===== src/rtl/bankq_pkg.sv =====
// Package: shared cycle classification for the bank decode front end.
// Assumes: one CPU bus cycle per clock.
package bankq_pkg;
    typedef enum logic [1:0] {
        CYC_ORDINARY = 2'd0,
        CYC_FETCH    = 2'd1,
        CYC_FAR_DATA = 2'd2
    } cyc_kind_t;

    localparam int unsigned NUM_BANK_REGS = 2;
    localparam int unsigned EXEC_IDX      = 0;
    localparam int unsigned FAR_IDX       = 1;
endpackage


===== src/rtl/bankq_cycle_qual.sv =====
// Module: classifies the current bus cycle and qualifies register decode.
// Assumes: cpu_sync and ind_y_data are valid for the whole cycle. A sync
// cycle is never treated as a far-data cycle.
module bankq_cycle_qual
    import bankq_pkg::*;
#(
    parameter int unsigned ADDR_W = 16
) (
    input  logic              clk,
    input  logic              rst_n,
    input  logic [ADDR_W-1:0] cpu_addr,
    input  logic              cpu_sync,
    input  logic              ind_y_data,
    output logic              use_far,
    output logic              reg_sel,
    output logic              reg_idx
);
    cyc_kind_t kind;
    logic      low_pair;

    // Purpose: decide the cycle type; sync wins over the indirect-Y flag.
    always_comb begin
        if (cpu_sync)        kind = CYC_FETCH;
        else if (ind_y_data) kind = CYC_FAR_DATA;
        else                 kind = CYC_ORDINARY;
    end

    // Purpose: spot the two-byte register window at the bottom of the map.
    always_comb begin
        low_pair = (cpu_addr[ADDR_W-1:1] == '0);
    end

    // Purpose: drive the bank choice and the qualified register select.
    always_comb begin
        use_far = (kind == CYC_FAR_DATA);
        reg_sel = low_pair && (kind != CYC_FAR_DATA);
        reg_idx = cpu_addr[0];
    end

    assert_sel_window_R3: assert property (@(posedge clk) disable iff (!rst_n)
        reg_sel |-> (cpu_addr[ADDR_W-1:1] == '0));

    assert_sel_not_far_R3: assert property (@(posedge clk) disable iff (!rst_n)
        reg_sel |-> !(ind_y_data && !cpu_sync));

    assert_sync_ordinary_R5: assert property (@(posedge clk) disable iff (!rst_n)
        cpu_sync |-> !use_far);
endmodule


===== src/rtl/bankq_regfile.sv =====
// Module: holds the bank registers and offers one combinational read port.
// Assumes: wr_en is already qualified by the decoder. Writes land on the
// clock edge that ends the write cycle.
module bankq_regfile
    import bankq_pkg::*;
#(
    parameter int unsigned        BANK_W     = 4,
    parameter logic [BANK_W-1:0]  RESET_BANK = '1
) (
    input  logic              clk,
    input  logic              rst_n,
    input  logic              wr_en,
    input  logic              wr_idx,
    input  logic [BANK_W-1:0] wr_data,
    input  logic              rd_idx,
    output logic [BANK_W-1:0] exec_bank,
    output logic [BANK_W-1:0] far_bank,
    output logic [BANK_W-1:0] rd_bank
);
    logic [BANK_W-1:0] bank_q [NUM_BANK_REGS];

    for (genvar i = 0; i < NUM_BANK_REGS; i++) begin : g_reg
        // Purpose: reset or load one bank register.
        always_ff @(posedge clk) begin
            if (!rst_n)
                bank_q[i] <= RESET_BANK;
            else if (wr_en && (wr_idx == i[0]))
                bank_q[i] <= wr_data;
        end

        assert_load_R6: assert property (@(posedge clk) disable iff (!rst_n)
            (wr_en && (wr_idx == i[0])) |=> (bank_q[i] == $past(wr_data)));

        assert_hold_R7: assert property (@(posedge clk) disable iff (!rst_n)
            !(wr_en && (wr_idx == i[0])) |=> $stable(bank_q[i]));
    end

    // Purpose: expose both banks and the addressed one for reads.
    always_comb begin
        exec_bank = bank_q[EXEC_IDX];
        far_bank  = bank_q[FAR_IDX];
        rd_bank   = bank_q[rd_idx];
    end
endmodule


===== src/rtl/bankq_addr_map.sv =====
// Module: forms the physical address from the active bank and CPU address.
// Assumes: use_far is already resolved for this cycle.
module bankq_addr_map #(
    parameter int unsigned ADDR_W = 16,
    parameter int unsigned BANK_W = 4,
    localparam int unsigned PHYS_W = ADDR_W + BANK_W
) (
    input  logic [ADDR_W-1:0] cpu_addr,
    input  logic [BANK_W-1:0] exec_bank,
    input  logic [BANK_W-1:0] far_bank,
    input  logic              use_far,
    output logic [PHYS_W-1:0] phys_addr
);
    // Purpose: pick the bank and concatenate it above the CPU address.
    always_comb begin
        phys_addr = {(use_far ? far_bank : exec_bank), cpu_addr};
    end
endmodule


===== src/rtl/bank_ctrl_front.sv =====
// Module: bank-control front end. It joins the cycle qualifier, the register
// file and the address map, and drives the memory select and read data.
// Assumes: one bus cycle per clock; cpu_rnw is valid for the whole cycle.
module bank_ctrl_front #(
    parameter int unsigned ADDR_W     = 16,
    parameter int unsigned BANK_W     = 4,
    parameter int unsigned DATA_W     = 8,
    parameter logic [BANK_W-1:0] RESET_BANK = '1,
    localparam int unsigned PHYS_W    = ADDR_W + BANK_W
) (
    input  logic              clk,
    input  logic              rst_n,
    input  logic [ADDR_W-1:0] cpu_addr,
    input  logic [DATA_W-1:0] cpu_wdata,
    input  logic              cpu_rnw,
    input  logic              cpu_sync,
    input  logic              ind_y_data,
    output logic [PHYS_W-1:0] phys_addr,
    output logic              reg_sel,
    output logic              mem_cs,
    output logic [DATA_W-1:0] reg_rdata
);
    logic              use_far;
    logic              reg_idx;
    logic              wr_en;
    logic [BANK_W-1:0] exec_bank;
    logic [BANK_W-1:0] far_bank;
    logic [BANK_W-1:0] rd_bank;
    logic              unused_wdata_hi;

    bankq_cycle_qual #(.ADDR_W(ADDR_W)) u_qual (
        .clk        (clk),
        .rst_n      (rst_n),
        .cpu_addr   (cpu_addr),
        .cpu_sync   (cpu_sync),
        .ind_y_data (ind_y_data),
        .use_far    (use_far),
        .reg_sel    (reg_sel),
        .reg_idx    (reg_idx)
    );

    // Purpose: qualify register writes with select and direction.
    always_comb begin
        wr_en = reg_sel && !cpu_rnw;
    end

    assign unused_wdata_hi = ^cpu_wdata[DATA_W-1:BANK_W];

    bankq_regfile #(.BANK_W(BANK_W), .RESET_BANK(RESET_BANK)) u_regs (
        .clk       (clk),
        .rst_n     (rst_n),
        .wr_en     (wr_en),
        .wr_idx    (reg_idx),
        .wr_data   (cpu_wdata[BANK_W-1:0]),
        .rd_idx    (reg_idx),
        .exec_bank (exec_bank),
        .far_bank  (far_bank),
        .rd_bank   (rd_bank)
    );

    bankq_addr_map #(.ADDR_W(ADDR_W), .BANK_W(BANK_W)) u_map (
        .cpu_addr  (cpu_addr),
        .exec_bank (exec_bank),
        .far_bank  (far_bank),
        .use_far   (use_far),
        .phys_addr (phys_addr)
    );

    // Purpose: steer memory select and zero-extended register read data.
    always_comb begin
        mem_cs    = !reg_sel;
        reg_rdata = (reg_sel && cpu_rnw) ? {{(DATA_W-BANK_W){1'b0}}, rd_bank} : '0;
    end

    assert_cs_excl_R9: assert property (@(posedge clk) disable iff (!rst_n)
        !(reg_sel && mem_cs));

    assert_low_pass_R2: assert property (@(posedge clk) disable iff (!rst_n)
        phys_addr[ADDR_W-1:0] == cpu_addr);

    assert_rdata_idle_R8: assert property (@(posedge clk) disable iff (!rst_n)
        !(reg_sel && cpu_rnw) |-> (reg_rdata == '0));
endmodule


===== config.mk =====
export PLATFORM = sky130hd
export DESIGN_NAME = bank_ctrl_front
export DESIGN_NICKNAME = d
export VERILOG_FILES = /design/src/rtl/bankq_pkg.sv /design/src/rtl/bankq_cycle_qual.sv /design/src/rtl/bankq_regfile.sv /design/src/rtl/bankq_addr_map.sv /design/src/rtl/bank_ctrl_front.sv
export SDC_FILE = /design/constraint.sdc
export NUM_CORES = 1
export LEC_CHECK = 0
export ABC_AREA = 0
export CAP_MARGIN = 20
export CORE_ASPECT_RATIO = 0.9
export CORE_UTILIZATION = 34
export CTS_CLUSTER_DIAMETER = 50
export DETAILED_ROUTE_END_ITERATION = 8
export PLACE_DENSITY = 0.83
export SLEW_MARGIN = 20
export SYNTH_ARGS = -nofsm -noshare
export SYNTH_HDL_FRONTEND = slang
export SYNTH_SLANG_ARGS = --single-unit

===== constraint.sdc =====
create_clock -name clk -period 4.27 [get_ports clk]
set_clock_uncertainty 0.1 [all_clocks]
set_input_delay 0.854 -clock clk [delete_from_list [all_inputs] [get_ports clk]]
set_output_delay 0.854 -clock clk [all_outputs]
set_load 0.02 [all_outputs]

# --- Word level (Yosys, flattened, before mapping) ---
# Memory sizes are Yosys's and may differ from the RTL's.
# Cells that the tools add are included.
totals:
  mem_bits_rw: 8
  word_cells: 27
  out_inout_bits: 30
  reg_bits: 0
  input_bits: 29
  memories: 1
classes:
  mux: 13
  n_bitwise: 3
  reduce_logical: 8
  eq_ne: 2
memory_table:
  columns: ["memory", "depth", "word_bits", "rd", "rd_clocked_by_memory_dff", "wr", "line_no", "source"]
  rows:
  - ["u_regs.bank_q", 2, 4, 3, 0, 2, "bankq_regfile.sv:20", "logic [BANK_W-1:0] bank_q [NUM_BANK_REGS];"]
op_table:
  columns: ["cell", "n"]
  rows:
  - ["4-bit two-way mux", 4]
  - ["15-bit zero test", 1]
  - ["1-bit two-way mux", 7]
  - ["1-bit logical AND", 5]
  - ["2-bit two-way mux", 2]
  - ["2-bit == test (second input constant)", 1]
  - ["1-bit zero test", 2]
  - ["2-bit inequality test (second input constant)", 1]
  - ["1-bit bitwise OR", 2]
  - ["1-bit inverter", 1]

# --- Logic depth before layout (Yosys ltp) ---
# Gate-level depths: netlist (run 1).
logic_depth:
  depth_word: 10
  mapped_depth: 4
  depth_no_buf: 3

# --- Modules after synthesis ---
# From an unflattened synthesis (run 1), not the netlist that was laid out.
hier_totals:
  cells_unflattened: 68
  area_unflattened_um2: 668.1
by_module_without_submodules:
  columns: ["mod", "n_inst", "area_per_inst_um2", "seq_area_each_um2", "cells_per_inst"]
  rows:
  - ["bankq_regfile", 1, 380.4, 240.2, 29]
  - ["bankq_addr_map", 1, 165.2, 0.0, 20]
  - ["bank_ctrl_front", 1, 68.8, 0.0, 11]
  - ["bankq_cycle_qual", 1, 53.8, 0.0, 8]

# --- Worst setup path after synthesis (run 1) ---
# No wires, ideal clock.
synth_path:
  path_type: "input to output"
  startpoint: "input cpu_addr[11]"
  endpoint: "output reg_rdata[0]"
  slack_ns: 1.427
  arrival_ns: 1.889
  cell_stages: 3
  required_time_ns: 3.316
  n_path_buf: 0
  cell_sequence: "nor4_4 -> nand3_1 -> nor3_1"
synth_between:
  elab_chain_len: 4
synth_lines:
  columns: ["element", "line_no", "source"]
  rows:
  - ["start, declared", "bank_ctrl_front.sv:13", "input logic [ADDR_W-1:0] cpu_addr,"]
  - ["15-bit zero test", "bankq_cycle_qual.sv:30", "low_pair = (cpu_addr[ADDR_W-1:1] == '0);"]
  - ["1-bit logical AND", "bankq_cycle_qual.sv:36", "reg_sel = low_pair && (kind != CYC_FAR_DATA);"]
  - ["1-bit logical AND", "bank_ctrl_front.sv:72", "reg_rdata = (reg_sel && cpu_rnw) ? {{(DATA_W-BANK_W){1'b0}}, rd_bank} : '0;"]
  - ["4-bit two-way mux", "bank_ctrl_front.sv:72", null]
  - ["end, declared", "bank_ctrl_front.sv:21", "output logic [DATA_W-1:0] reg_rdata"]
# No other way between the ends.

# --- Worst setup path after layout (run 1) ---
layout_path:
  startpoint: "input cpu_addr[2]"
  endpoint: "output reg_sel"
layout_between:
  elab_chain_len: 2
layout_lines:
  columns: ["element", "line_no", "source"]
  rows:
  - ["15-bit zero test", "bankq_cycle_qual.sv:30", null]
  - ["1-bit logical AND", "bankq_cycle_qual.sv:36", null]
  - ["end, declared", "bank_ctrl_front.sv:19", "output logic reg_sel,"]
# No other way between the ends.

==> results.cfg, run 1 <==
[run_status]
status = complete, no violations

[global_routing]
antenna_found_initial = 0
gr-total-overflow = 0
grt_pass1_wl_um = 2415
grt_usage = 0.1493
first_global_vias = 593
grt_max_degree = 12

[timing]
finalMaxSlewViolations = 0
fmax_mhz = 262.0
finalHoldViolCount = 0
fin_crit_ps = 3817
period_share = 0.8938
tightest_slew_ps = 511.9
setup_violations = 0
grt_setup_unrepaired = no
tns_ps = 0
max_slew_margin = 0.6551

[final_layout]
regArea_um2 = 240.2
syn2layout_area_growth_pct = 57.22
largest_reg_flops = 8
final_cell_area_um2 = 1117
drive_gt1_frac = 0.05263
n_fill_cell = 176
n_antenna_cell = 0
fin_nets = 145
largest_register = u_regs.bank_q
largestRegisters = u_regs.bank_q: 8 flops
multiInputGateArea_um2 = 322.8

[pwr]
comb_power_share = 0.355
swShare = 0.2695
irDropWorstVdd_mv = 0.1487
p_per_area_nw_per_um2 = 203.4
leakage_nw = 0.4127
switching_power_mw = 0.06124
clockPowerShare = 0.237
power_frac_seq = 0.408
p_int_mw = 0.1660

[floorplanning]
core_area_um2 = 1933
start_util = 0.3676
num_rows = 15
die_area_um2 = 2277
pin_count = 59
die_y_um = 45.38
dieWidth_um = 50.19

[synth]
ys_seq_elements = 8
yosys.area.top_type = edfxtp_1
avgSynthCellArea_um2 = 8.884
synthAdderAreaFrac = 0
synth_flop_cell = edfxtp_1
synth_xor_area_frac = 0
synth_top_family_by_area = simple AND/OR/NAND/NOR gates
synth_edf_count = 8
post-synth-top-count-cell = buf_4
synth_top_area_share = 0.3380
synthSimpleGateAreaFrac = 0.3556
ys_seq_area_frac = 0.3380
synth_area_um2 = 710.7
synthCells = 80
yosysWarnings = 0
ys_top_cells_by_count = 20 x buf_4, 12 x nand2_1, 12 x nand3_1
synthMuxAreaShare = 0.05634
synthArstFlopShare = 0
synth_compound_area_frac = 0.02113
ys_top_cells_by_area = edfxtp_1 34%, buf_4 21%, nand3_1 8.5%, nand2_1 6.3%, nor4_4 6.0%
synth.distinct_cells = 18

[placed_design]
placed_area_um2 = 1095
place_congestion = 0.6867
portBuffers = 50
dp_hpwl_um = 1416

[detailed_routing]
drc = 0
drt_wl_total_um = 1611
first_pass_iters = 4
drtIter0Drc = 12
wl_per_cell_um = 11.59
dr_total_vias = 671
ant_nets = 0
viasPerCell = 4.827

[clock_network]
cts_tree = yes
h-tree-depth = 1
post-cts-setup-buffers = 0
root_buffer = clkbuf_4
post_cts_resized = 0
path_clk_slew_ps = 50
postCtsHoldBufs = 0
numCtsBuffers = 3
clock-sinks = 8
cts_buffer_depth = 2

[critical_path]
cp_max_fo = 11
max_stage_delay_ps = 600
critPathLaunchType = primary input
cp.arrival_ps = 2860
crit_required_ps = 3320
critPathKind = primary input to output pin
path_cells = clkdlybuf4s50_1 -> nor4_1 -> and3_1 -> and3_1 -> clkdlybuf4s50_1
crit_path_end_kind = output pin
crit_slowest_cell = clkdlybuf4s50_1

[min_path]
worstHoldPathType = primary input to flip-flop
min_path_cells = 3
worstHoldStart = cpu_wdata[2]
worst_hold_path.endpoint = u_regs.bank_q[0][2]

[job]
cap_violations = 0
[layer usage]
layer	GRT usage	wire, um
met3	0.05333	175
met1	0.1414	540
met5	0	0
met2	0.2907	895
met4	0.06857	0
[cells by family after synthesis]
group / Yosys count
muxes: 4
buffers and inverters: 22
and+or+nand+nor: 43
other: 1
DFF: 8
AOI/OAI and AO/OA: 2
[through the flow]
| stage | hold WS, ps | power [mW] | instances | setup WS (ps) | util |
|---|---|---|---|---|---|
| after floorplan | 956.8 | 0.1386 | 83 | 1427 | - |
| after global placement | 1440 | 0.1737 | 136 | 478.1 | 0.5663 |
| after detailed placement | 1443 | 0.1751 | 136 | 442.1 | 0.5663 |
| after CTS | 1178 | 0.2310 | 139 | 437.6 | 0.5780 |
| after global routing | 1194 | 0.2397 | 139 | 247.2 | 0.5780 |
| final | 1189 | 0.2273 | 139 | 453.3 | 0.5780 |
[how the worst max path moves through the flow]
stage                 startpoint            to  slack [ps]  cells past startpoint
finish               cpu_addr[2]       reg_sel         450                      5
global route         cpu_addr[2]       reg_sel         250                      5
global placement     cpu_addr[2]       reg_sel         480                      5
CTS                  cpu_addr[2]       reg_sel         440                      5
floorplan           cpu_addr[11]  reg_rdata[0]        1430                      3
detailed placement   cpu_addr[2]       reg_sel         440                      5
[power by group through the flow]
| stage | Sequential [mW] | Combinational (mW) | Clock (mW) |
|---|---|---|---|
| global route | 0.0931 | 0.0860 | 0.0606 |
| finish | 0.0928 | 0.0807 | 0.0538 |
| global placement | 0.0941 | 0.0796 | 0 |
| floorplan | 0.0932 | 0.0455 | 0 |
| CTS | 0.0928 | 0.0810 | 0.0572 |
| detailed placement | 0.0942 | 0.0809 | 0 |
[layout by cell type, fill, tap and decap left out, types with 2 or more instances in the layout]
cell	n
conb_1	4
clkdlybuf4s50_1	50
nand2_1	12
nand3_1	12
mux2i_1	4
nor2b_1	5
nor4_4	2
edfxtp_1	8
and3_1	3
clkbuf_4	3
nor3_1	5
[layout make-up]
type	count	area share
Sequential cell	8	0.2150
Timing Repair Buffer	50	0.4479
Tap cell	25	0.02800
Multi-Input combinational cell	53	0.2889
Clock buffer	3	0.02016
[critical path: cells and delay by family]
kind	cells	cell delay (ps)
buffers and inverters	2	1020
and+or+nand+nor	3	990
(Power assumes the default switching activity.)
==> run 2: changes to the inputs <==
- TNS_END_PERCENT: not set -> 1
==> results of run 2 <==
Final layout, timing and power as in run 1 (identical DEF).
==> run 3: changes to the inputs <==
- CORE_UTILIZATION: 34 -> 32
- PLACE_DENSITY: 0.83 -> 0.79
- clock period: 4.27 -> 3.9 ns (I/O delays scaled with it)
==> run 3 against run 2 <==
  * Sequential share of layout area shrank 0.14 points
  * Final cell count grew 0.72%
  * Clock power grew 11%
  * Clock-buffer cell count is the same
  * Critical endpoint is now reg_rdata[0]
  * Power grew 10%
  * First-iteration DRC count shrank 33%
  * Largest cell class unchanged
  * Non-clock buffer count grew 1
  * Largest power group unchanged
  * Worst hold slack lost 74 ps
==> results.cfg, run 3 (synthesis gave the netlist of run 1 again) <==
[placed_design]
dp_hpwl_um = 1448
placed_area_um2 = 1102
place_inst = 137
portBuffers = 50
place_congestion = 0.7816

[final_layout]
instances_no_fill = 140
largestRegisters = u_regs.bank_q: 8 flops
drive_gt1_frac = 0.06087
n_antenna_cell = 0
fin_nets = 146
layout_common_cells = 50 x clkdlybuf4s50_1, 12 x nand3_1, 12 x nand2_1, 8 x edfxtp_1
largest_reg_flops = 8
largest_register = u_regs.bank_q
syn2layout_area_growth_pct = 58.27
n_fill_cell = 170
mostFrequentLayoutCell = clkdlybuf4s50_1
final_cell_area_um2 = 1125
multiInputGateArea_um2 = 322.8
regArea_um2 = 240.2

[critical_path]
path_cells = clkdlybuf4s50_1 -> nor4_4 -> nand3_1 -> nor3_1 -> clkdlybuf4s50_1
crit_family = buffers and inverters
path_buf_inv = 2
cpMostUsedCell = clkdlybuf4s50_1
crit_path_end_kind = output pin
cp.arrival_ps = 2800
crit_cells = 5
critPathLaunchType = primary input
crit_slowest_cell = clkdlybuf4s50_1
critPathKind = primary input to output pin
cp_max_fo = 6
max_stage_delay_ps = 650
crit_required_ps = 3020

[floorplanning]
num_rows = 15
die_area_um2 = 2414
start_util = 0.3539
die_y_um = 46.71
pin_count = 59
dieWidth_um = 51.68
core_area_um2 = 2008

[timing]
period_share = 0.9440
tns_ps = 0
setup_violations = 0
fin_crit_ps = 3682
fmax_mhz = 271.6
finalHoldViolCount = 0
max_slew_margin = 0.6720
grt_setup_unrepaired = no
tightest_slew_ps = 486.9
finalMaxSlewViolations = 0

[global_routing]
first_global_vias = 647
antenna_found_initial = 0
grt_pass1_wl_um = 2766
gr-total-overflow = 0
grt_max_degree = 10
grt_usage = 0.1610

[job]
cap_violations = 0

[clock_network]
post-cts-setup-buffers = 0
cts_tree = yes
numCtsBuffers = 3
h-tree-depth = 1
cts_buffer_depth = 2
clock-sinks = 8
postCtsHoldBufs = 0
root_buffer = clkbuf_4
path_clk_slew_ps = 50
post_cts_resized = 0

[pwr]
irDropWorstVdd_mv = 0.1112
p_per_area_nw_per_um2 = 222.4
leakage_nw = 0.4182

[run_status]
status = complete, no violations

[detailed_routing]
wl_per_cell_um = 12.05
drt_wl_total_um = 1687
first_pass_iters = 5
viasPerCell = 4.800
drc = 0
drtIter0Drc = 8
ant_nets = 0
dr_total_vias = 672

[min_path]
worstHoldPathType = primary input to flip-flop
min_path_cells = 3
## run 3: tightest hold or removal path, stage by stage
cell and delay [ps]:
clkdlybuf4s50_1 450, nor2b_1 50, nand3_1 80
## run 3: area by class of cell
class,count,area share
multi-input cells,53,0.2870
repair buffers,51,0.4516
clock buffers,3,0.02002
flip-flops and latches,8,0.2136
well taps,25,0.02781
## run 3: through the flow
step             util  setup slack (ps)  hold WS (ps)  power, mW
6_report       0.5601             218.3          1115     0.2502
5_1_grt        0.5601             75.67          1119     0.2620
4_1_cts        0.5601             190.6          1105     0.2534
3_5_place_dp   0.5489             196.3          1366     0.1921
3_3_place_gp   0.5489             319.3          1366     0.1904
2_1_floorplan       -              1205         882.8     0.1518
## run 3: final timing paths
path / startpoint / end / slack [ps]
worst max-delay path: cpu_addr[11] / reg_rdata[0] / 220
worst min-delay path: cpu_wdata[0] / u_regs.bank_q[0][0] / 1110
## run 3: layer usage
metal | up-vias | part of all wire | global-route usage
li1 | 330 | - | -
met1 | 312 | 0.38 | 0.1776
met3 | 0 | 0.072 | 0.04620
met2 | 30 | 0.55 | 0.2935
met5 | - | 0 | 0
met4 | 0 | 0 | 0.07027
## run 3: power breakdown
group	internal, mW	switching, mW
clock network	0.0350	0.0247
logic	0.0478	0.0411
registers	0.0990	0.00251
